## src/rtl/irqc_pkg.sv

```systemverilog
package irqc_pkg;
   typedef enum logic [2:0] {
      RA_SRCPND = 3'd0,
      RA_MASK   = 3'd1,
      RA_INSVC  = 3'd2,
      RA_OFFSET = 3'd3,
      RA_SUBPND = 3'd4,
      RA_SUBMSK = 3'd5
   } reg_addr_e;

   localparam int unsigned SUB_W   = 11;
   localparam int unsigned NUM_GRP = 4;

   // first sub bit of a group: 0, 3, 6, 9
   function automatic int unsigned grp_lo(int unsigned g);
      return g * 3;
   endfunction

   // three lines per serial port, two for touch/ADC
   function automatic int unsigned grp_cnt(int unsigned g);
      return (g == NUM_GRP - 1) ? 2 : 3;
   endfunction
endpackage

```

## src/rtl/irqc_subfold.sv

```systemverilog
module irqc_subfold
   import irqc_pkg::*;
(
   input  logic               clk,
   input  logic               rst_n,
   input  logic [SUB_W-1:0]   sub_in,
   input  logic               clr_we,
   input  logic               msk_we,
   input  logic [SUB_W-1:0]   wdata,
   output logic [SUB_W-1:0]   subpend,
   output logic [SUB_W-1:0]   submask,
   output logic [NUM_GRP-1:0] grp_req
);
   logic [SUB_W-1:0] live;
   logic [SUB_W-1:0] clr_vec;

   assign clr_vec = clr_we ? wdata : '0;
   assign live    = subpend & ~submask;

   always_ff @(posedge clk or negedge rst_n) begin
      if (!rst_n) begin
         subpend <= '0;
         submask <= '1;
      end else begin
         subpend <= (subpend & ~clr_vec) | sub_in;
         if (msk_we) submask <= wdata;
      end
   end

   for (genvar g = 0; g < NUM_GRP; g++) begin : g_grp
      localparam int unsigned LO  = grp_lo(g);
      localparam int unsigned CNT = grp_cnt(g);
      assign grp_req[g] = |live[LO +: CNT];
   end
endmodule

```

## src/rtl/irqc_srcpend.sv

```systemverilog
module irqc_srcpend
   import irqc_pkg::*;
#(
   parameter int unsigned       NSRC = 32,
   parameter logic [NSRC-1:0]   RSV  = '0,
   parameter int unsigned       PARENT_POS [NUM_GRP] = '{25, 26, 27, 30}
) (
   input  logic               clk,
   input  logic               rst_n,
   input  logic [NSRC-1:0]    src_in,
   input  logic [NUM_GRP-1:0] grp_req,
   input  logic               clr_we,
   input  logic               msk_we,
   input  logic [NSRC-1:0]    wdata,
   output logic [NSRC-1:0]    srcpend,
   output logic [NSRC-1:0]    mask
);
   function automatic logic [NSRC-1:0] parent_mask();
      logic [NSRC-1:0] m = '0;
      for (int g = 0; g < NUM_GRP; g++) m[PARENT_POS[g]] = 1'b1;
      return m;
   endfunction

   localparam logic [NSRC-1:0] DIRECT = ~(RSV | parent_mask());

   logic [NSRC-1:0] par_vec;
   logic [NSRC-1:0] set_vec;
   logic [NSRC-1:0] clr_vec;

   always_comb begin
      par_vec = '0;
      for (int g = 0; g < NUM_GRP; g++) par_vec[PARENT_POS[g]] = grp_req[g];
   end

   assign set_vec = (src_in & DIRECT) | par_vec;
   assign clr_vec = clr_we ? wdata : '0;

   always_ff @(posedge clk or negedge rst_n) begin
      if (!rst_n) begin
         srcpend <= '0;
         mask    <= '1;
      end else begin
         srcpend <= (srcpend & ~clr_vec) | set_vec;
         if (msk_we) mask <= wdata;
      end
   end
endmodule

```

## src/rtl/irqc_arb.sv

```systemverilog
module irqc_arb #(
   parameter int unsigned NSRC  = 32,
   localparam int unsigned OFF_W = $clog2(NSRC)
) (
   input  logic             clk,
   input  logic             rst_n,
   input  logic [NSRC-1:0]  srcpend,
   input  logic [NSRC-1:0]  mask,
   input  logic             clr_we,
   input  logic [NSRC-1:0]  wdata,
   output logic [NSRC-1:0]  insvc,
   output logic [OFF_W-1:0] offset
);
   logic [NSRC-1:0]  cand;
   logic [OFF_W-1:0] win;
   logic             found;

   assign cand = srcpend & ~mask;

   always_comb begin
      win   = '0;
      found = 1'b0;
      for (int i = NSRC - 1; i >= 0; i--) begin
         if (cand[i]) begin
            win   = OFF_W'(i);
            found = 1'b1;
         end
      end
   end

   always_ff @(posedge clk or negedge rst_n) begin
      if (!rst_n) begin
         insvc  <= '0;
         offset <= '0;
      end else if (insvc == '0) begin
         if (found) begin
            insvc  <= NSRC'(1) << win;
            offset <= win;
         end
      end else if (clr_we) begin
         insvc <= insvc & ~wdata;
      end
   end
endmodule

```

## src/rtl/irq_cascade_ctrl.sv

```systemverilog
module irq_cascade_ctrl
   import irqc_pkg::*;
#(
   parameter int unsigned     NSRC   = 32,
   parameter int unsigned     DATA_W = 32,
   parameter logic [NSRC-1:0] RSV    = NSRC'((64'd1 << 6) | (64'd1 << 24)),
   parameter int unsigned     PARENT_POS [NUM_GRP] = '{25, 26, 27, 30},
   parameter bit              RD_REG = 1'b1
) (
   input  logic              clk,
   input  logic              rst_n,
   input  logic [NSRC-1:0]   src_in,
   input  logic [SUB_W-1:0]  sub_in,
   input  logic              wr_en,
   input  logic [2:0]        addr,
   input  logic [DATA_W-1:0] wr_data,
   output logic [DATA_W-1:0] rd_data,
   output logic              irq
);
   localparam int unsigned OFF_W = $clog2(NSRC);

   if (NSRC < 2 || NSRC > DATA_W) begin : g_bad_nsrc
      $error("NSRC must lie in 2..DATA_W");
   end
   if (DATA_W < SUB_W) begin : g_bad_dw
      $error("DATA_W too narrow for sub-source register");
   end
   for (genvar g = 0; g < NUM_GRP; g++) begin : g_chk_par
      if (PARENT_POS[g] >= NSRC || RSV[PARENT_POS[g]]) begin : g_bad_par
         $error("parent position out of range or reserved");
      end
   end

   logic [NSRC-1:0]    srcpend, mask, insvc;
   logic [OFF_W-1:0]   offset;
   logic [SUB_W-1:0]   subpend, submask;
   logic [NUM_GRP-1:0] grp_req;
   logic [DATA_W-1:0]  rd_nxt;
   reg_addr_e          ra;

   assign ra = reg_addr_e'(addr);

   irqc_subfold i_sub (
      .clk     (clk),
      .rst_n   (rst_n),
      .sub_in  (sub_in),
      .clr_we  (wr_en && ra == RA_SUBPND),
      .msk_we  (wr_en && ra == RA_SUBMSK),
      .wdata   (wr_data[SUB_W-1:0]),
      .subpend (subpend),
      .submask (submask),
      .grp_req (grp_req)
   );

   irqc_srcpend #(.NSRC(NSRC), .RSV(RSV), .PARENT_POS(PARENT_POS)) i_src (
      .clk     (clk),
      .rst_n   (rst_n),
      .src_in  (src_in),
      .grp_req (grp_req),
      .clr_we  (wr_en && ra == RA_SRCPND),
      .msk_we  (wr_en && ra == RA_MASK),
      .wdata   (wr_data[NSRC-1:0]),
      .srcpend (srcpend),
      .mask    (mask)
   );

   irqc_arb #(.NSRC(NSRC)) i_arb (
      .clk     (clk),
      .rst_n   (rst_n),
      .srcpend (srcpend),
      .mask    (mask),
      .clr_we  (wr_en && ra == RA_INSVC),
      .wdata   (wr_data[NSRC-1:0]),
      .insvc   (insvc),
      .offset  (offset)
   );

   assign irq = |insvc;

   always_comb begin
      rd_nxt = '0;
      case (ra)
         RA_SRCPND: rd_nxt[NSRC-1:0]  = srcpend;
         RA_MASK:   rd_nxt[NSRC-1:0]  = mask;
         RA_INSVC:  rd_nxt[NSRC-1:0]  = insvc;
         RA_OFFSET: rd_nxt[OFF_W-1:0] = offset;
         RA_SUBPND: rd_nxt[SUB_W-1:0] = subpend;
         RA_SUBMSK: rd_nxt[SUB_W-1:0] = submask;
         default:   rd_nxt = '0;
      endcase
   end

   if (RD_REG) begin : g_rd_reg
      always_ff @(posedge clk or negedge rst_n) begin
         if (!rst_n) rd_data <= '0;
         else        rd_data <= rd_nxt;
      end
   end else begin : g_rd_comb
      assign rd_data = rd_nxt;
   end
endmodule

```

## config.mk

```make
export PLATFORM = sky130hd
export DESIGN_NAME = irq_cascade_ctrl
export DESIGN_NICKNAME = d
export VERILOG_FILES = /design/src/rtl/irqc_pkg.sv /design/src/rtl/irqc_subfold.sv /design/src/rtl/irqc_srcpend.sv /design/src/rtl/irqc_arb.sv /design/src/rtl/irq_cascade_ctrl.sv
export SDC_FILE = /design/constraint.sdc
export NUM_CORES = 1
export LEC_CHECK = 0
export ABC_AREA = 1
export BUFFER_PORTS_ARGS = -buffer_cell sky130_fd_sc_hd__buf_2
export CAP_MARGIN = 0
export CORE_MARGIN = 4
export CORE_UTILIZATION = 57
export CTS_CLUSTER_DIAMETER = 50
export DETAILED_ROUTE_END_ITERATION = 16
export PLACE_DENSITY_LB_ADDON = 0.3
export SYNTH_ARGS = -nofsm -noshare
export SYNTH_HDL_FRONTEND = slang
export SYNTH_SLANG_ARGS = --single-unit
```

## constraint.sdc

```tcl
create_clock -name clk -period 2.77 [get_ports clk]
set_input_delay 0.1385 -clock clk [delete_from_list [all_inputs] [get_ports clk]]
set_output_delay 0.1385 -clock clk [all_outputs]
set_load 0.01 [all_outputs]
```

# Word-level counts from Yosys, hierarchy flattened
# Index checks and enable logic that the tools add are counted.
op_classes:
  eq_ne: 6
  n_shift: 1
  n_mux: 72
  bitwise_logic: 13
  n_reduce_logical: 15
op_table:
  columns: ["cell", "count"]
  rows:
  - ["5-bit two-way mux", 32]
  - ["32-bit two-way mux", 4]
  - ["32-bit AND", 3]
  - ["32-bit NOT", 3]
  - ["21-bit case mux with 3 select lines", 1]
  - ["32-bit zero test", 1]
  - ["1-bit two-way mux", 32]
  - ["32-bit by 31-bit OR with 32-bit output", 1]
  - ["32-bit OR", 1]
  - ["32-bit OR reduction", 1]
  - ["1-bit by 5-bit << shifter with 32-bit output (first input constant)", 1]
  - ["5-bit case mux with 6 select lines", 1]
  - ["6-bit case mux with 5 select lines", 1]
  - ["11-bit AND", 2]
  - ["11-bit NOT", 2]
  - ["11-bit two-way mux", 1]
  - ["11-bit OR", 1]
  - ["3-bit OR reduction", 3]
  - ["3-bit by 2-bit equality test with 1-bit output (second input constant)", 2]
  - ["3-bit equality test (second input constant)", 2]
  - ["1-bit logical AND", 5]
  - ["2-bit AND reduction", 2]
  - ["3-bit by 1-bit equality test with 1-bit output (second input constant)", 1]
  - ["3-bit zero test", 1]
  - ["other kinds (3)", 3]
totals:
  ff_bits: 155
  in_bits: 81
  out_inout_bits: 33
  elab_cells: 114

# Longest topological paths before layout
# Gate-level depths: netlist of run 1.
depth:
  depth_word: 37
  mapped_depth: 36
  mapped_depth_nobuf: 36

# Hierarchy
# Synthesis of run 1 repeated with hierarchy kept, for this count alone.
unflattened:
  cells_unflattened: 1114
  hier_area_um2: 8314.2
modules_own_cells:
  columns: ["module", "instances", "cells_per_inst", "area_each_um2", "seq_area_each_um2"]
  rows:
  - ["irqc_srcpend", 1, 292, 2620.0, 1641.6]
  - ["irqc_arb", 1, 395, 2560.0, 925.9]
  - ["irq_cascade_ctrl", 1, 310, 2169.6, 800.8]
  - ["irqc_subfold", 1, 117, 964.7, 564.3]

# Worst setup path after synthesis of run 1
# No wires, ideal clock.
synth_path:
  path_kind: "register to register"
  start: "reg i_src.mask[30]"
  end: "reg i_arb.insvc[29]"
  setup_time_ps: 73
  arrival_ps: 2371
  t_required_ps: 2697
  path_slack_ps: 326
  stages_incl_launch_ff: 37
  path_buffers: 0
  period_less_slack_ps: 2444
  cell_sequence: "dfstp_2 -> inv_2 -> nand2_2 -> nand2_1 -> nand2_1 -> nand2_1 -> nand2_1 -> nand2_1 -> nand2_1 -> nand2_1 -> nand2_1 -> nand2_1 -> nand2_1 -> nand2_1 -> nand2_1 -> nand2_1 -> nand2_1 -> nand2_1 -> nand2_1 -> nand2_1 -> nand2_1 -> nand2_1 -> nand2_1 -> nand2_1 -> nand2_1 -> nand2_1 -> nand2_1 -> nand2_1 -> nand2_1 -> nand2_1 -> nand2_2 -> nand2_4 -> nand2_8 -> nand3_4 -> nor2_4 -> nand3_2 -> a21oi_2"
synth_via:
  elab_chain_cells: 36
  elab_cells_between_ends: 69
  classes_between: "1 x eq/ne; 1 x shift; 64 x mux; 2 x bitwise; 1 x reduce/logical"
synth_lines:
  columns: ["element", "line", "rtl"]
  rows:
  - ["from (decl)", "irqc_srcpend.sv:16", "output logic [NSRC-1:0] mask"]
  - ["from (signal assigned)", "irqc_srcpend.sv:44", "if (msk_we) mask <= wdata;"]
  - ["32-bit NOT (*)", "irqc_arb.sv:18", "assign cand = srcpend & ~mask;"]
  - ["32-bit AND (*)", "irqc_arb.sv:18", null]
  - ["5-bit two-way mux (31 in series)", "irqc_arb.sv:24", "if (cand[i]) begin"]
  - ["1-bit by 5-bit << shifter with 32-bit output", "irqc_arb.sv:37", "insvc <= NSRC'(1) << win;"]
  - ["32-bit two-way mux", "irqc_arb.sv:36", "if (found) begin"]
  - ["32-bit two-way mux", "irqc_arb.sv:35", "end else if (insvc == '0) begin"]
  - ["to (signal assigned)", "irqc_arb.sv:37", null]
  - ["to (signal assigned)", "irqc_arb.sv:41", "insvc <= insvc & ~wdata;"]
  - ["to (decl)", "irqc_arb.sv:11", "output logic [NSRC-1:0] insvc,"]
# Mark *: on every way between the ends. The rest lies on a longest branch, timed or not. The select of a mux whose other input is x is not followed.
# A chain may end at the register's enable or synchronous reset.

# Worst setup path after layout of run 1
layout_path:
  start: "reg i_src.mask[30]"
  end: "reg i_arb.insvc[21]"
# Same word-level chain as after synthesis.

==> results of run 1 <==
==> kinds of logic after synthesis <==
kind of cell | share of synthesized area
AO/OA/AOI/OAI | 0.182
buffers and inverters | 0.0883
flip-flops | 0.533
AND/OR/NAND/NOR | 0.196
==> per-layer routing <==
layer | vias up | part of all wire | global-route usage
li1 | 3232 | - | -
met1 | 3211 | 0.40 | 0.393
met2 | 342 | 0.49 | 0.476
met3 | 42 | 0.090 | 0.0738
met4 | 0 | 0.022 | 0.102
met5 | - | 0 | 0
==> Yosys cell counts (all sizes together) <==
cell type,number,area (sq um)
buf,7,32.5
o31ai,1,7.51
a22o,1,8.76
nor4,7,43.8
o211ai,12,90.1
nor3,5,25.0
clkinv,1,3.75
dfrtp,112,2800
nor2,76,318
a21oi,54,285
dfstp,43,1130
inv,142,533
a31oi,4,25.0
o22ai,4,25.0
a221o,1,10.0
a22oi,7,87.6
nand2,214,837
o221ai,16,140
o2111ai,2,17.5
nand3,20,133
nand4,15,93.8
a221oi,8,70.1
clkbuf,22,82.6
o21ai,97,485
o21bai,11,93.8
==> state kept, by name, summed over array words and instances, names as in the netlist <==
register       count
i_arb.insvc       32
i_src.mask        32
rd_data           32
i_arb.offset       5
i_sub.submask     11
i_sub.subpend     11
i_src.srcpend     32
==> power groups by stage <==
stage	logic, W	registers [W]	clock network (W)
after global routing	0.00122	0.00286	0.00239
after detailed placement	0.000986	0.00285	0
after floorplan	0.000605	0.00284	0
after global placement	0.000959	0.00284	0
final	0.00109	0.00283	0.00227
after CTS	0.00106	0.00282	0.00229
==> stage by stage <==
stage                     cell area, sq um  setup TNS, ns   util  cells  hold WS, ns
after floorplan                       7380              0      -    882       -0.157
after global placement                8250        -0.0775  0.651   1160        0.216
after detailed placement              8250          -1.13  0.651   1160        0.213
after CTS                             9360          -1.44  0.739   1241     0.000320
after global routing                  9430         -14.08  0.744   1242       0.0240
final                                 9430          -2.57  0.744   1242      0.00950
==> how the worst min path moves through the flow <==
stage	from	endpoint	slack, ns	depth (start not counted)
floorplan	rst_n	i_arb.insvc[0]	-0.16	0
global placement	rst_n	rd_data[9]	0.22	1
detailed placement	rst_n	rd_data[9]	0.21	1
CTS	wr_data[24]	i_src.mask[24]	0.0003	3
global route	wr_data[17]	i_src.mask[17]	0.02	3
finish	wr_data[23]	i_src.mask[23]	0.009	3
==> final cells by class <==
cell class                 count  area, sq um
fill                         934         3240
inverter                     143          537
clock inverter                12          123
timing repair buffer         185         1250
sequential                   155         3930
clock buffer                  20          457
multi-input combinational    555         2920
tap                          172          215
==> placed cells by master, fill, tap and decap left out, drive strengths merged <==
cell and count:
a21oi 54, a221o 1, a221oi 8, a22o 1
a22oi 7, a31oi 4, buf 137, bufinv 2
clkbuf 20, clkinv 6, clkinvlp 5, dfrtp 112
dfstp 43, dlygate4sd3 48, inv 142, nand2 214
nand3 20, nand4 15, nor2 76, nor3 5
nor4 7, o2111ai 2, o211ai 12, o21ai 97
o21bai 11, o221ai 16, o22ai 4, o31ai 1
==> critical path: cells and delay by family (launching register included) <==
| kind | cells | cell delay [ns] |
|---|---|---|
| AOI/OAI and AO/OA | 1 | 0.13 |
| buffers and inverters | 1 | 0.05 |
| DFF | 1 | 0.54 |
| and+or+nand+nor | 34 | 2.11 |
==> repair_timing <==
action,4_1_cts,5_1_grt
pin swaps,5,12
hold buffers,48,0
endpoints found under the setup margin,26,33
setup buffers,1,1
resized for setup,10,18
endpoints found under the hold margin,102,0
==> run_results.csv, run 1 <==
group,metric,value,unit
clocking,clkSlewWorstSetupHoldPaths,0.06,ns
routing,vias,6827,
power,vdd_drop_max,0.000429,V
timing,finalCriticalPeriod,2.93,ns
clocking,cts_tree,"done",
power,p_comb_frac,0.176,
global_route,grt_pass1_vias,6731,
global_route,grt_usage,0.295,
critical_path,crit_path_start_kind,"flip-flop",
global_route,grt_overflow,0,
clocking,clock_latency,0.42,ns
synth,yosysSeqAreaShare,0.533,
timing,worst_pin_slew,0.719,ns
synth,syn_area,0.00738,sq mm
clocking,htree_levels,4,
power,power_per_cell_area,656,mW/mm^2
clocking,cts-buffers-inserted,17,
timing,fin_crit_sh,1.06,
die,core,0.0127,sq mm
synth,synth_seq_cells,155,
critical_path,critical_path.max_fanout,5,
power,power.leakage,4.50,nW
layout,fin_nets,1138,
power,power.total,0.00618,W
power,seqPwrFrac,0.457,
critical_path,crit_slowest_cell,"dfstp_2",
critical_path,crit_end,"i_arb.insvc[21]",
placed_design,portBuffers,107,
synth,avgSynthCellArea,8.37,sq um
timing,finalSetupViolCount,26,
power,switching_share,0.284,
placed_design,pre_cts_ws,-0.0844,ns
critical_path,rr_worst_depth,36,
synth,syn-num-nets,963,
critical_path,end_kind,"flip-flop",
routing,post_drt_wl_per_cell,17.0,um
routing,vias_per_cell,5.50,
critical_path,critical-path-max-stage-delay,0.54,ns
layout,drive_above_1_share,0.250,
routing,drt-pass1-iter-count,6,
synth,yosysWarnings,0,
timing,finalWorstSetupSlack,-0.159,ns
routing,drcViolationCount,0,
clocking,clock_sinks,155,
routing,drt_wl_total,21.1,mm
synth,syn_inst,882,
clocking,cts_buffer_depth,2,
job,max_cap_violations,0,
timing,drv_slew,0,
run_status,violations,"setup timing",
timing,rsz0062_at_grt,"yes",
routing,drt_iter0_markers,675,
global_route,grt_max_degree,79,
layout,n_antenna_cell,0,
die,initial_utilization,0.583,
global_route,grt_pass1_wl,33.8,mm
critical_path,crit_arrival,3.28,ns
layout,syn_to_final_growth,27.8,%
global_route,antenna_found_initial,0,
timing,finalClockSkew,0.00480,ns
timing,fmaxAchievable,341,MHz
die,die_y,122,um
die,top_level_ports,114,
hold_path,worstHoldPathType,"primary input to flip-flop",
critical_path,path_class,"flip-flop to flip-flop",
critical_path,cpMostUsedCell,"nand2_1",
timing,hold_viol_final,0,
routing,drtAntennaViolNets,0,
placed_design,hpwlAfterDp,13.9,mm
die,die_area,0.0148,sq mm
power,p_int,0.00443,W
run_status,outcome,"finished with violations",
critical_path,timing.rr.end,"i_arb.insvc[21]",
critical_path,worstPathRequired,3.12,ns
critical_path,reg2reg_slack,-0.16,ns
power,clkPwrFrac,0.367,
critical_path,setup.worst_path.start,"i_src.mask[30]",
synth,synth.distinct_cells,37,
clocking,root_buffer,"clkbuf_16",
placed_design,gp_congestion,0.946,
critical_path,r2r_start,"i_src.mask[30]",
die,num_rows,41,
timing,slew-limit-headroom,0.521,
power,switchingPower,0.00175,W
die,die_width,122,um
No activity file was read; power rests on OpenSTA's default activity.
==> run 2: changes to the inputs <==
- PLACE_DENSITY: default -> 0.83
- PLACE_DENSITY_LB_ADDON: 0.3 -> default
==> run 2 against run 1 <==
Against the previous run:
- the flow still finishes with violations (setup timing)
- global-route usage fell by 0.065 points
- sequential share of layout area down 0.061 points
- largest cell class unchanged
- critical path depth unchanged
- critical endpoint unchanged
- worst hold slack lost 0.0035 ns
- clock power increased by 3%
- flip-flop and latch count unchanged
- non-clock buffer count decreased by 1
==> run_results.csv, run 2 (synthesis results as in run 1) <==
group,metric,value,unit
power,switching_share,0.277,
timing,fmaxAchievable,327,MHz
clocking,cts_tree,"done",
timing,fin_crit_sh,1.10,
power,p_comb_frac,0.178,
critical_path,reg2reg_slack,-0.28,ns
critical_path,crit_path_start_kind,"flip-flop",
critical_path,cpMostUsedCell,"nand2_1",
hold_path,worstHoldPathType,"primary input to flip-flop",
timing,finalClockSkew,0.00746,ns
placed_design,placed_cells,1157,
placed_design,portBuffers,107,
run_status,violations,"setup timing",
power,vdd_drop_max,0.000406,V
placed_design,hpwlAfterDp,14.1,mm
routing,drt_wl_total,21.5,mm
die,top_level_ports,114,
clocking,clock_latency,0.42,ns
layout,syn_to_final_growth,27.9,%
routing,drt_iter0_markers,642,
timing,finalSetupViolCount,32,
global_route,antenna_found_initial,0,
routing,vias,6959,
layout,drive_above_1_share,0.244,
critical_path,critical_path.max_fanout,4,
critical_path,crit_arrival,3.40,ns
critical_path,rr_worst_depth,36,
global_route,grt_max_degree,90,
routing,drtAntennaViolNets,0,
routing,vias_per_cell,5.60,
placed_design,gp_congestion,0.956,
critical_path,end_kind,"flip-flop",
critical_path,worstPathRequired,3.12,ns
power,p_int,0.00454,W
run_status,outcome,"finished with violations",
layout,fillers,905,
timing,setup_tns,-5.83,ns
timing,rsz0062_at_grt,"yes",
critical_path,r2r_start,"i_src.mask[30]",
global_route,grt_overflow,0,
timing,slew-limit-headroom,0.451,
placed_design,dpl-instance-area,0.00824,sq mm
power,power.leakage,4.52,nW
global_route,grt_usage,0.295,
timing,drv_slew,0,
layout,layout_common_cells,"203 x nand2_1, 138 x inv_1, 112 x dfrtp_1, 106 x buf_2, 94 x o21ai_0",
power,switchingPower,0.00174,W
timing,finalWorstSetupSlack,-0.283,ns
routing,post_drt_wl_per_cell,17.3,um
critical_path,timing.rr.end,"i_arb.insvc[21]",
placed_design,pre_cts_ws,-0.0920,ns
power,seqPwrFrac,0.451,
critical_path,crit_slowest_cell,"dfstp_2",
layout,final_area,0.00944,sq mm
critical_path,critical-path-max-stage-delay,0.54,ns
power,clkPwrFrac,0.371,
layout,fin_nets,1137,
critical_path,setup.worst_path.start,"i_src.mask[30]",
timing,finalCriticalPeriod,3.05,ns
die,die_y,122,um
clocking,cts_buffer_depth,2,
clocking,cts-buffers-inserted,17,
critical_path,path_class,"flip-flop to flip-flop",
layout,mostFrequentLayoutCell,"nand2_1",
power,power.total,0.00628,W
global_route,grt_pass1_vias,6880,
routing,drt-pass1-iter-count,8,
die,die_width,122,um
die,initial_utilization,0.583,
power,power_per_cell_area,665,mW/mm^2
layout,stdcell_count,1242,
routing,drcViolationCount,0,
die,die_area,0.0148,sq mm
timing,worst_pin_slew,0.824,ns
clocking,clkSlewWorstSetupHoldPaths,0.06,ns
critical_path,crit_end,"i_arb.insvc[21]",
clocking,root_buffer,"clkbuf_16",
job,max_cap_violations,0,
clocking,clock_sinks,155,
die,core,0.0127,sq mm
global_route,grt_pass1_wl,33.8,mm
die,num_rows,41,
clocking,htree_levels,4,
timing,hold_viol_final,0,
## run 2: cell types whose count changed in the layout (fill, tap and decap cells not counted), sizes merged
cell / delta
diode: +1
clkinv: -1
bufinv: +1
clkinvlp: -4
buf: -1
clkbuf: +4
## run 2: layout make-up
class	instances	area [sq um]	share of cell area
clock inverter	8	118	0.0125
multi-input combinational	555	2900	0.307
tap	172	215	0.0228
inverter	143	537	0.0568
clock buffer	24	472	0.0500
sequential	155	3930	0.416
timing repair buffer	184	1270	0.134
antenna	1	2.50	0.000265
## run 2: through the flow
step	utilization	hold WS [ns]
2_1_floorplan	-	-0.157
3_3_place_gp	0.651	0.262
3_5_place_dp	0.651	0.251
4_1_cts	0.740	0.00331
5_1_grt	0.745	0.00902
6_report	0.745	0.00601
## run 2: worst min-delay path by stage
| stage | start | depth (start not counted) | end |
|---|---|---|---|
| after floorplan | rst_n | 0 | i_arb.insvc[0] |
| after global placement | rst_n | 1 | i_src.srcpend[30] |
| after detailed placement | rst_n | 1 | i_sub.subpend[9] |
| after CTS | wr_data[16] | 3 | i_src.mask[16] |
| after global routing | wr_data[24] | 3 | i_src.mask[24] |
| final | wr_data[27] | 3 | i_src.mask[27] |
## run 2: critical path: cells and delay by family, from the launching register on
family	cells	cell delay, ns
buffers and inverters	1	0.04
AND/OR/NAND/NOR	34	2.25
AO/OA/AOI/OAI	1	0.14
flip-flops	1	0.54
## run 2: what timing repair did
action	4_1_cts	5_1_grt
pin swaps	9	14
endpoints found under the hold margin	108	2
hold buffers	46	2
resized for setup	13	13
buffers inserted	4	0
setup endpoints to repair	30	33
## run 2: power by group through the flow
| stage | sequential (W) | combinational (W) | clock, W |
|---|---|---|---|
| after floorplan | 0.00284 | 0.000605 | 0 |
| after global placement | 0.00284 | 0.000961 | 0 |
| after detailed placement | 0.00286 | 0.000985 | 0 |
| after CTS | 0.00282 | 0.00109 | 0.00234 |
| after global routing | 0.00286 | 0.00124 | 0.00246 |
| final | 0.00283 | 0.00112 | 0.00233 |
## run 2: routing by layer
metal,vias up,global-route usage,share of wire,routed length [um]
met5,-,0,0,0
met4,0,0.0952,0.023,490
met3,52,0.0775,0.078,1680
met2,315,0.496,0.50,10800
met1,3360,0.374,0.40,8510
li1,3232,-,-,-
==> run 3: changes to the inputs <==
==> constraint.sdc (replaced) <==
create_clock -name clk -period 2.77 [get_ports clk]
set_input_delay 0.4155 -clock clk [delete_from_list [all_inputs] [get_ports clk]]
set_output_delay 0.4155 -clock clk [all_outputs]
set_load 0.01 [all_outputs]
==> run 3 against run 2 <==
Against the previous run:
- the flow still finishes with violations (setup timing)
- clock power down 3%
- wire length fell by 5.3%
- worst hold slack gained 0.15 ns
- cell area shrank 4.8%
- flip-flop and latch count stayed put
==> run_results.csv, run 3 (synthesis results as in run 1) <==
group,metric,value,unit
hold_path,worstHoldPathType,"primary input to flip-flop",
global_route,grt_pass1_wl,32.6,mm
global_route,grtUsageMet3,0.0669,
routing,drt_iter0_markers,751,
die,num_rows,41,
global_route,met1_usage,0.391,
timing,finalWorstSetupSlack,-0.270,ns
layout,n_antenna_cell,0,
clocking,cts_buffer_depth,2,
routing,drt-pass1-iter-count,6,
routing,post_drt_wl_per_cell,16.9,um
timing,worst_pin_slew,0.664,ns
critical_path,crit_path_start_kind,"flip-flop",
die,die_y,122,um
layout,drive_above_1_share,0.260,
layout,mostFrequentLayoutCell,"nand2_1",
global_route,grt.busiest_layer,"met2",
critical_path,crit_arrival,3.41,ns
global_route,grt_usage,0.286,
global_route,grt_max_degree,64,
placed_design,portBuffers,107,
timing,finalSetupViolCount,32,
routing,drt_wl_total,20.3,mm
timing,fmaxAchievable,329,MHz
clocking,clock_sinks,155,
timing,fin_crit_sh,1.10,
clocking,cts-buffers-inserted,17,
timing,slew-limit-headroom,0.556,
timing,finalCriticalPeriod,3.04,ns
layout,fin_nets,1099,
critical_path,cpMostUsedCell,"nand2_1",
power,vdd_drop_max,0.000437,V
timing,drv_slew,0,
layout,regArea,0.00393,sq mm
die,top_level_ports,114,
routing,vias_per_cell,5.58,
placed_design,gp_congestion,0.984,
global_route,grt_overflow,0,
layout,layout_common_cells,"205 x nand2_1, 138 x inv_1, 112 x dfrtp_1, 106 x buf_2, 94 x o21ai_0",
timing,finalClockSkew,0.0119,ns
clocking,htree_levels,4,
critical_path,critical_path.max_fanout,4,
placed_design,dpl-instance-area,0.00829,sq mm
routing,vias,6714,
clocking,clock_latency,0.44,ns
layout,syn_to_final_growth,21.8,%
timing,hold_viol_final,0,
die,initial_utilization,0.583,
power,power.leakage,4.35,nW
layout,fillers,988,
clocking,root_buffer,"clkbuf_16",
die,die_area,0.0148,sq mm
run_status,outcome,"finished with violations",
clocking,cts_tree,"done",
timing,hold-worst-slack,0.159,ns
timing,rsz0062_at_grt,"yes",
power,power_per_cell_area,684,mW/mm^2
layout,final_area,0.00899,sq mm
timing,setup_tns,-5.37,ns
critical_path,critical-path-max-stage-delay,0.54,ns
die,core,0.0127,sq mm
global_route,use_met2,0.451,
critical_path,path_class,"flip-flop to flip-flop",
job,max_cap_violations,0,
placed_design,hpwlAfterDp,14.1,mm
critical_path,crit_slowest_cell,"dfstp_2",
clocking,clkSlewWorstSetupHoldPaths,0.06,ns
global_route,antenna_found_initial,0,
routing,drcViolationCount,0,
die,die_width,122,um
critical_path,worstPathRequired,3.13,ns
layout,multi_input_area,0.00289,sq mm
run_status,violations,"setup timing",
global_route,grt_pass1_vias,6541,
routing,drtAntennaViolNets,0,
critical_path,end_kind,"flip-flop",
-- run 3: what timing repair did --
action	CTS	global route
hold buffers	1	0
pin swaps	3	9
endpoints found under the hold margin	46	0
gates resized for setup	13	10
setup endpoints to repair	31	33
buffers inserted	2	5
-- run 3: per-layer routing --
| metal | up-vias | share of wire |
|---|---|---|
| li1 | 3151 | - |
| met1 | 3176 | 0.41 |
| met2 | 343 | 0.47 |
| met3 | 44 | 0.092 |
| met4 | 0 | 0.024 |
| met5 | - | 0 |
-- run 3: area by class of cell --
| class | instances | share of cell area |
|---|---|---|
| clock buffers | 24 | 0.0525 |
| clock inverters | 8 | 0.0107 |
| inverters | 143 | 0.0597 |
| multi-input cells | 555 | 0.321 |
| flip-flops and latches | 155 | 0.437 |
| well taps | 172 | 0.0239 |
| repair buffers | 146 | 0.0945 |
-- run 3: final timing paths --
kind / end / slack, ns / from / depth (start not counted)
worst max-delay path: i_arb.insvc[13] / -0.27 / i_src.mask[30] / 36
worst min-delay path: i_src.srcpend[13] / 0.16 / src_in[13] / 3
worst max register to register: i_arb.insvc[13] / -0.27 / i_src.mask[30] / 36
worst min register to register: i_src.mask[10] / 0.49 / i_src.mask[10] / 2
max in group asynchronous: i_sub.submask[5] / 1.43 / rst_n / 3
min in group asynchronous: i_sub.subpend[10] / 0.54 / rst_n / 2
-- run 3: worst max-delay path, delay by kind of cell, from the launching register on --
kind,cells,cell delay [ns]
flops,1,0.54
simple gates,34,2.24
compound gates,1,0.15
buf+inv,1,0.04
-- run 3: metrics by stage --
| stage | worst slack (ns) | std cells | power, W | utilization |
|---|---|---|---|---|
| detailed placement | -0.145 | 1163 | 0.00384 | 0.654 |
| global placement | -0.0928 | 1163 | 0.00380 | 0.654 |
| global route | -0.617 | 1203 | 0.00645 | 0.710 |
| CTS | -0.196 | 1198 | 0.00613 | 0.704 |
| floorplan | 0.326 | 882 | 0.00344 | - |
| finish | -0.270 | 1203 | 0.00615 | 0.710 |
-- run 3: where the power goes --
part           total [W]  leakage [nW]  switching [W]  internal [W]
Combinational    0.00107          2.38       0.000656      0.000410
Sequential       0.00282          1.69       0.000188       0.00264
Clock            0.00226         0.278       0.000892       0.00137
Total            0.00615          4.35        0.00174       0.00441
